## src/rtl/rxq_pkg.sv

```systemverilog
package rxq_pkg;
  localparam int unsigned DATA_W = 8;
  localparam int unsigned TAG_W  = 3;

  typedef struct packed {
    logic              bi;
    logic              fe;
    logic              pe;
    logic [DATA_W-1:0] data;
  } rxq_entry_t;
endpackage

```

## src/rtl/rxq_store.sv

```systemverilog
module rxq_store
  import rxq_pkg::*;
#(
  parameter int unsigned DEPTH = 16,
  localparam int unsigned PW = (DEPTH > 1) ? $clog2(DEPTH) : 1,
  localparam int unsigned CW = $clog2(DEPTH + 1)
) (
  input  logic       clk,
  input  logic       rst_n,
  input  logic       push,
  input  logic       pop,
  input  logic       ovwr,
  input  rxq_entry_t wdata,
  output rxq_entry_t head,
  output logic [CW-1:0] count
);
  localparam logic [PW-1:0] LAST = PW'(DEPTH - 1);

  rxq_entry_t    slot [DEPTH];
  logic [PW-1:0] rd_ptr, wr_ptr;

  function automatic logic [PW-1:0] bump(input logic [PW-1:0] p);
    return (p == LAST) ? '0 : p + PW'(1);
  endfunction

  generate
    for (genvar i = 0; i < DEPTH; i++) begin : g_slot
      always_ff @(posedge clk) begin
        if ((push && wr_ptr == PW'(i)) || (ovwr && rd_ptr == PW'(i)))
          slot[i] <= wdata;
      end
    end
  endgenerate

  always_ff @(posedge clk or negedge rst_n) begin
    if (!rst_n) begin
      rd_ptr <= '0;
      wr_ptr <= '0;
      count  <= '0;
    end else begin
      if (push) wr_ptr <= bump(wr_ptr);
      if (pop)  rd_ptr <= bump(rd_ptr);
      if (push && !pop)      count <= count + CW'(1);
      else if (pop && !push) count <= count - CW'(1);
    end
  end

  assign head = slot[rd_ptr];

  p_count_bound_r2: assert property (@(posedge clk) disable iff (!rst_n)
    count <= CW'(DEPTH));
  p_no_overflow_r2: assert property (@(posedge clk) disable iff (!rst_n)
    (count == CW'(DEPTH) && !pop) |-> !push);
  p_no_underflow_r1: assert property (@(posedge clk) disable iff (!rst_n)
    (count == '0) |-> !pop);
endmodule

```

## src/rtl/rxq_errcnt.sv

```systemverilog
module rxq_errcnt #(
  parameter int unsigned DEPTH = 16,
  localparam int unsigned CW = $clog2(DEPTH + 1)
) (
  input  logic          clk,
  input  logic          rst_n,
  input  logic          push,
  input  logic          pop,
  input  logic          ovwr,
  input  logic          new_err,
  input  logic          head_err,
  input  logic [CW-1:0] occ,
  output logic          err_any
);
  logic [CW-1:0] cnt, cnt_n;

  always_comb begin
    cnt_n = cnt;
    if (push && new_err) cnt_n = cnt_n + CW'(1);
    if (pop && head_err) cnt_n = cnt_n - CW'(1);
    if (ovwr) begin
      if (new_err)  cnt_n = cnt_n + CW'(1);
      if (head_err) cnt_n = cnt_n - CW'(1);
    end
  end

  always_ff @(posedge clk or negedge rst_n) begin
    if (!rst_n) cnt <= '0;
    else        cnt <= cnt_n;
  end

  assign err_any = (cnt != '0);

  p_errcnt_le_occ_r6: assert property (@(posedge clk) disable iff (!rst_n)
    cnt <= occ);
endmodule

```

## src/rtl/rxq_status.sv

```systemverilog
module rxq_status
  import rxq_pkg::*;
(
  input  logic             clk,
  input  logic             rst_n,
  input  logic             fifo_en,
  input  logic             lsr_rd,
  input  logic             pop,
  input  logic             ovr_set,
  input  logic             head_valid,
  input  logic [TAG_W-1:0] head_tags,
  input  logic             err_any,
  input  logic             rls_ie,
  output logic [7:0]       lsr,
  output logic             rls_irq
);
  logic             ovr_q;
  logic [TAG_W-1:0] stk_q;
  logic [TAG_W-1:0] tags_vis;

  always_ff @(posedge clk or negedge rst_n) begin
    if (!rst_n) begin
      ovr_q <= 1'b0;
      stk_q <= '0;
    end else begin
      ovr_q <= (ovr_q & ~lsr_rd) | ovr_set;
      stk_q <= (lsr_rd ? '0 : stk_q) | (pop ? head_tags : '0);
    end
  end

  assign tags_vis = stk_q | (head_valid ? head_tags : '0);
  assign lsr      = {fifo_en & (err_any | (|stk_q)), 2'b00, tags_vis, ovr_q, head_valid};
  assign rls_irq  = rls_ie & (|lsr[4:1]);

  p_ovr_sets_r4: assert property (@(posedge clk) disable iff (!rst_n)
    ovr_set |=> lsr[1]);
  p_ovr_clears_r4: assert property (@(posedge clk) disable iff (!rst_n)
    (lsr_rd && !ovr_set) |=> !lsr[1]);
  p_sticky_on_pop_r5: assert property (@(posedge clk) disable iff (!rst_n)
    (pop && (|head_tags)) |=> (|lsr[4:2]));
endmodule

```

## src/rtl/rx_line_fifo.sv

```systemverilog
module rx_line_fifo
  import rxq_pkg::*;
#(
  parameter int unsigned DEPTH = 16
) (
  input  logic        clk,
  input  logic        rst_n,
  input  logic        fifo_en,
  input  logic        in_valid,
  output logic        in_ready,
  input  logic [7:0]  in_data,
  input  logic        in_pe,
  input  logic        in_fe,
  input  logic        in_bi,
  input  logic        ovr_evt,
  output logic        out_valid,
  input  logic        out_ready,
  output logic [7:0]  out_data,
  input  logic        lsr_rd,
  output logic [7:0]  lsr,
  input  logic        rls_ie,
  output logic        rls_irq
);
  localparam int unsigned CW = $clog2(DEPTH + 1);

  rxq_entry_t    wdata, head;
  logic [CW-1:0] count;
  logic          full, pop, accept, drop, ovwr, ovr_set, err_any;

  assign wdata     = '{bi: in_bi, fe: in_fe, pe: in_pe, data: in_data};
  assign out_valid = (count != '0);
  assign in_ready  = 1'b1;
  assign out_data  = head.data;
  assign pop       = out_valid & out_ready;
  assign full      = fifo_en ? (count >= CW'(DEPTH)) : out_valid;
  assign accept    = in_valid & (~full | pop);
  assign drop      = in_valid & full & ~pop;
  assign ovwr      = drop & ~fifo_en;
  assign ovr_set   = ovr_evt | drop;

  rxq_store #(.DEPTH(DEPTH)) u_store (
    .clk(clk), .rst_n(rst_n), .push(accept), .pop(pop), .ovwr(ovwr),
    .wdata(wdata), .head(head), .count(count)
  );

  rxq_errcnt #(.DEPTH(DEPTH)) u_errcnt (
    .clk(clk), .rst_n(rst_n), .push(accept), .pop(pop), .ovwr(ovwr),
    .new_err(in_pe | in_fe | in_bi), .head_err(head.pe | head.fe | head.bi),
    .occ(count), .err_any(err_any)
  );

  rxq_status u_status (
    .clk(clk), .rst_n(rst_n), .fifo_en(fifo_en), .lsr_rd(lsr_rd), .pop(pop),
    .ovr_set(ovr_set), .head_valid(out_valid),
    .head_tags({head.bi, head.fe, head.pe}), .err_any(err_any),
    .rls_ie(rls_ie), .lsr(lsr), .rls_irq(rls_irq)
  );

  p_dr_after_write_r1: assert property (@(posedge clk) disable iff (!rst_n)
    in_valid |=> out_valid);
  p_single_cap_r3: assert property (@(posedge clk) disable iff (!rst_n)
    !fifo_en |-> (count <= CW'(1)));
  p_drop_holds_count_r2: assert property (@(posedge clk) disable iff (!rst_n)
    (fifo_en && drop) |=> $stable(count));
endmodule

```

## config.mk

```make
export PLATFORM = sky130hd
export DESIGN_NAME = rx_line_fifo
export DESIGN_NICKNAME = d
export VERILOG_FILES = /design/src/rtl/rxq_pkg.sv /design/src/rtl/rxq_store.sv /design/src/rtl/rxq_errcnt.sv /design/src/rtl/rxq_status.sv /design/src/rtl/rx_line_fifo.sv
export SDC_FILE = /design/constraint.sdc
export NUM_CORES = 1
export LEC_CHECK = 0
export CORE_ASPECT_RATIO = 0.7
export CORE_MARGIN = 4
export CORE_UTILIZATION = 40
export DETAILED_ROUTE_END_ITERATION = 12
export DONT_BUFFER_PORTS = 1
export MAX_ROUTING_LAYER = met4
export PLACE_DENSITY = 0.56
export SYNTH_ARGS = -nofsm -noshare
export SYNTH_HDL_FRONTEND = slang
export SYNTH_SLANG_ARGS = --single-unit
```

## constraint.sdc

```tcl
create_clock -name clk -period 6 [get_ports clk]
set_clock_uncertainty 0.15 [all_clocks]
set_input_delay 0.6 -clock clk [delete_from_list [all_inputs] [get_ports clk]]
set_output_delay 0.6 -clock clk [all_outputs]
set_load 0.005 [all_outputs]
```

==> results of run 1 <==
cells by family after synthesis:
logic type	count (synthesis)
AO/OA/AOI/OAI	70
XOR/XNOR	22
adder cells (fa/ha/maj)	17
buffers and inverters	38
flip-flops	198
multiplexers	55
other	2
AND/OR/NAND/NOR	74
metrics by stage:
step	worst slack (ns)	area, um2	util, %
6_report	1.36	9580	45.8
3_3_place_gp	1.48	8980	42.9
2_1_floorplan	2.15	8580	-
3_5_place_dp	1.33	8980	42.9
5_1_grt	1.00	9580	45.8
4_1_cts	1.32	9580	45.8
Yosys cell counts (all sizes together), types with 4 or more instances:
library cell	instances
nor2b	4
nand3	6
a21oi	9
o32ai	6
xor2	4
xnor2	18
o21ai	9
mux4	52
o22ai	12
ha	16
nand2b	5
nor2	11
dfrtp	22
a22oi	6
inv	14
nand2	24
nor3	8
a22o	4
a21o	9
buf	14
clkbuf	10
edfxtp	176
worst max path at each step:
stage | start | end | slack [ns]
4_1_cts | u_store.rd_ptr[0] | u_errcnt.cnt[4] | 1.32
3_5_place_dp | u_store.rd_ptr[0] | u_errcnt.cnt[4] | 1.33
3_3_place_gp | u_store.rd_ptr[0] | u_errcnt.cnt[4] | 1.48
5_1_grt | u_store.rd_ptr[0] | u_errcnt.cnt[4] | 1.00
6_report | u_store.rd_ptr[0] | u_errcnt.cnt[4] | 1.36
2_1_floorplan | u_store.rd_ptr[1] | u_errcnt.cnt[4] | 2.15
layer usage:
metal | vias up | global-route usage, % | wire length (um)
met3 | 21 | 4.43 | 1300
met5 | - | - | 0
li1 | 1961 | - | -
met4 | 0 | 4.77 | 237
met2 | 149 | 24.5 | 8340
met1 | 2315 | 22.7 | 8290
worst max-delay path, stage by stage, from the launching register on:
cell and delay (ns):
dfrtp_2 0.86, mux4_1 0.66, a22oi_1 0.27, nand2_2 0.15
o31ai_4 0.38, or2_2 0.18, xor2_1 0.16, mux2i_1 0.12
ha_1 0.34, nor2_1 0.06, a21o_1 0.20, ha_1 0.22
nor2b_1 0.15, nor3b_1 0.17, o32ai_1 0.35, xnor2_1 0.15
sequential cells by signal, indices dropped and copies added (netlist names):
| name | count |
|---|---|
| u_status.ovr_q | 1 |
| u_store.slot | 176 |
| u_store.wr_ptr | 4 |
| u_errcnt.cnt | 5 |
| u_store.rd_ptr | 4 |
| u_status.stk_q | 3 |
| u_store.count | 5 |
area by class of cell:
type | count | area [um2] | area share [%]
Sequential cell | 198 | 5840 | 60.9
Multi-Input combinational cell | 241 | 2600 | 27.1
Clock buffer | 18 | 429 | 4.48
Tap cell | 276 | 345 | 3.60
Timing Repair Buffer | 21 | 173 | 1.80
Clock inverter | 14 | 144 | 1.50
Inverter | 14 | 52.6 | 0.548
report_power, final:
part	switching, mW	internal, mW	leakage (nW)
registers	0.238	1.68	1.85
clock network	0.520	0.584	0.272
logic	0.792	0.760	1.03
total	1.55	3.03	3.15
==> results.yml, run 1 <==
global_routing:
  grt_max_degree: 30
  grt_pass1_wl_mm: 27.9
  grt_pass1_vias: 4525
  overflow: 0
  antenna_found_initial: 0
  grtUsageTotal_pct: 16.5
cells_and_area:
  final_cell_mix: "edfxtp_1, mux4_2, nand2_1"
  layout-drive-gt1-share_pct: 21.9
  fill_cells: 1786
  instances_no_fill: 782
  num-nets-final: 529
  layout_commonest_cell: "edfxtp_1"
  area_growth_pct: 11.8
  antenna_cells: 0
worst_hold_path:
  hold_start: "out_ready"
  worstHoldEndpoint: "u_status.ovr_q"
  hold_path_class: "input pin to flop"
  hold_depth: 1
die:
  rows: 44
  core_area_um2: 20900
  die_w_um: 183
  io_pins: 38
  initial_core_util_pct: 41.0
  dieArea_um2: 23900
  die_y_um: 130
yosys:
  synth_top_family_by_area: "multiplexers"
  synth_area_leader_cell: "edfxtp_1"
  synth_seq_cells: 198
  synth_edf_count: 176
  synth_top_area_share_pct: 61.6
  synth_area_leaders: "edfxtp_1, mux4_2, dfrtp_1, mux4_1, ha_1"
  syn_inst: 476
  async_reset_ff_share_pct: 11.1
  muxShareOfSynthArea_pct: 14.5
  yosysWarnings: 0
  ys_types: 55
  synth_simple_gate_area_share_pct: 4.36
  synth.cell_area_um2: 8570
  ys.flop_type: "edfxtp_1"
  seq_area_frac_synth_pct: 68.1
  avgSynthCellArea_um2: 18.0
  synth-xor-area-share_pct: 2.34
  synth-adder-area-share_pct: 2.57
  synth_compound_area_share_pct: 6.10
pwr:
  power_density_nw_per_um2: 478
  ir_drop_mv: 0.220
  p_leak_nw: 3.15
  power.total_mw: 4.58
worst_setup_path:
  critPathLaunchType: "flop"
  reg2reg_from: "u_store.rd_ptr[0]"
  required_ns: 6.21
  worstPathMaxFanout: 25
  r2r-end: "u_errcnt.cnt[4]"
  cp_data_arrival_time_ns: 4.85
  crit_type: "flop to flop"
  end_kind: "flop"
  ff2ff_path_depth: 15
  reg2reg_slack_ns: 1.36
placement:
  portBuffers: 0
  hpwl_mm: 11.4
  dp_cells: 748
  gp_congestion: 0.813
clocking:
  root_buffer: "clkbuf_16"
  holdBufCountCts: 2
  cts_sinks: 198
  htreeDepth: 4
  cts_resized: 0
  cts_tree: "built"
  cts_made_buffers: 17
  clkTransAtPathRegs_ns: 0.08
  post_cts_buffers: 0
  cts.path.max_buffers: 2
  clk_latency_ns: 0.43
route:
  routed_wl_mm: 18.2
  first_pass_iters: 4
  drc: 0
  wl_per_cell_um: 23.2
  drtAntennaViolNets: 0
  drt_first_iter_violations: 347
  vias: 4446
  viasPerCell: 5.69
sta:
  whs_ns: 0.101
  tns_ns: 0
  max_slew.worst_pin.slew_ns: 1.09
  drv_slew: 0
  fin_crit_ns: 4.64
  report.final.setup_viol: 0
  hold_violations: 0
  min_period_over_period_pct: 77.4
  max_slew_margin_pct: 27.0
  rsz0062_at_grt: "no"
  fmax_mhz: 215
job:
  maxCapViolations: 0
outcome:
  status: "finished, final reports clean"
Note: power is estimated with default switching activity, not from simulation.
==> inputs of run 2 (changes only) <==
Settings changed: PLACE_DENSITY 0.56 to 0.58.
Clock period 6 ns to 4.2 ns, I/O delays scaled along.
==> run 2 against run 1 <==
Compared with the run above:
- hold slack improved by 0.059 ns
- die area is the same
- non-clock buffer count is 35 higher
- largest power group unchanged
- clock power increased by 48%
- critical path depth is 2 higher
- first-iteration DRC count down 9.8%
- core utilization is 1.5 points higher
- flip-flop and latch count did not move
- via count is 3.6% higher
==> results.yml, run 2 (same netlist as run 1, synthesis figures left out) <==
outcome:
  status: "finished, final reports clean"
sta:
  min_period_over_period_pct: 96.4
  fin_crit_ns: 4.05
  max_slew_margin_pct: 28.8
  fmax_mhz: 247
  final.setup.worst_slack_ns: 0.152
  max_slew.worst_pin.slew_ns: 1.06
  tns_ns: 0
  hold_violations: 0
  report.final.setup_viol: 0
  whs_ns: 0.160
  drv_slew: 0
die:
  rows: 44
  io_pins: 38
  die_w_um: 183
  initial_core_util_pct: 41.0
  core_area_um2: 20900
  die_y_um: 130
  dieArea_um2: 23900
placement:
  dp_cells: 762
  hpwl_mm: 11.9
  gp_congestion: 0.867
  pre_cts_slack_ns: -0.0662
  portBuffers: 0
  postPlaceCellArea_um2: 9080
cells_and_area:
  num-nets-final: 564
  regMostFlops: "u_store.slot"
  area_growth_pct: 15.4
  layout_commonest_cell: "edfxtp_1"
  fill_cells: 1763
  final_cell_mix: "edfxtp_1, mux4_2, buf_4"
  reg.largest.list: "u_store.slot (176), u_errcnt.cnt (5), u_store.count (5)"
  instances_no_fill: 817
  final_util_pct: 47.3
  layout-drive-gt1-share_pct: 24.4
  final_area_um2: 9890
  antenna_cells: 0
  largest_register_ffs: 176
worst_setup_path:
  worstPathMaxFanout: 6
  required_ns: 4.40
  end_kind: "flop"
  reg2reg_from: "u_store.rd_ptr[0]"
  critPathLaunchType: "flop"
  startpoint: "u_store.rd_ptr[0]"
  cp_data_arrival_time_ns: 4.25
  crit_type: "flop to flop"
global_routing:
  overflow: 0
  grt_pass1_wl_mm: 28.3
  grtUsageTotal_pct: 16.6
  grt_pass1_vias: 4706
  antenna_found_initial: 0
  grt_max_degree: 25
clocking:
  cts_tree: "built"
  root_buffer: "clkbuf_16"
  cts_sinks: 198
  clkTransAtPathRegs_ns: 0.07
  cts.path.max_buffers: 2
  cts_made_buffers: 17
  clk_latency_ns: 0.43
  htreeDepth: 4
route:
  drtAntennaViolNets: 0
  first_pass_iters: 5
  routed_wl_mm: 18.7
  drt_first_iter_violations: 313
  wl_per_cell_um: 22.8
  vias: 4604
  drc: 0
  viasPerCell: 5.64
worst_hold_path:
  hold_start: "lsr_rd"
  hold_path_class: "input pin to flop"
pwr:
  p_leak_nw: 3.32
  ir_drop_mv: 0.352
  power_density_nw_per_um2: 683
  power.total_mw: 6.76
job:
  maxCapViolations: 0
## run 2: changes by cell type in the layout (fill, tap and decap cells not counted), moves of 2 or more
cell,change
clkinv_1,+2
dlygate4sd3_1,+13
buf_4,+23
bufinv_16,+2
clkinvlp_4,-2
inv_8,-2
## run 2: worst paths after layout
| path | end | slack, ns | depth (start not counted) |
|---|---|---|---|
| max | u_errcnt.cnt[4] | 0.15 | 17 |
| min | u_status.stk_q[2] | 0.16 | 2 |
| max reg2reg | u_errcnt.cnt[4] | 0.15 | 17 |
| min reg2reg | u_store.count[4] | 0.39 | 1 |
| max in group asynchronous | u_store.rd_ptr[0] | 2.64 | 1 |
| min in group asynchronous | u_status.ovr_q | 0.48 | 1 |
## run 2: worst max-delay path, stage by stage, from the launching register on
cell     delay [ns]
dfrtp_4        0.51
buf_4          0.17
buf_4          0.13
mux4_2         0.43
a22oi_1        0.21
nand2_2        0.13
o31ai_4        0.33
or2_2          0.17
xor2_1         0.15
mux2i_1        0.13
ha_1           0.32
nor2_1         0.06
a21o_1         0.15
ha_1           0.22
nor2b_1        0.15
nor3b_2        0.19
o32ai_2        0.23
xnor2_1        0.14
## run 2: timing repair
item,4_1_cts,5_1_grt
endpoints found under the hold margin,199,0
buffers inserted,3,6
hold buffers,14,0
pin swaps,0,3
gates resized for setup,1,3
setup endpoints to repair,1,1
## run 2: where the power goes
| group | switching [mW] | leakage, nW | internal, mW |
|---|---|---|---|
| logic | 1.32 | 1.19 | 1.20 |
| clock network | 0.691 | 0.284 | 0.935 |
| registers | 0.204 | 1.85 | 2.41 |
| total | 2.21 | 3.32 | 4.54 |
## run 2: routing by layer
layer | vias up | share of wire, % | GRT usage, %
li1 | 2039 | - | -
met1 | 2389 | 45 | 22.9
met2 | 160 | 46 | 24.3
met3 | 16 | 7.9 | 5.04
met4 | 0 | 1.1 | 4.64
met5 | - | 0 | -
## run 2: cell type report
| cell class | instances | area [um2] | share of cell area (%) |
|---|---|---|---|
| clock buffers | 19 | 433 | 4.38 |
| repair buffers | 56 | 455 | 4.60 |
| multi-input cells | 241 | 2610 | 26.4 |
| inverters | 14 | 52.6 | 0.531 |
| flip-flops and latches | 198 | 5840 | 59.0 |
| clock inverters | 13 | 154 | 1.56 |
| well taps | 276 | 345 | 3.49 |
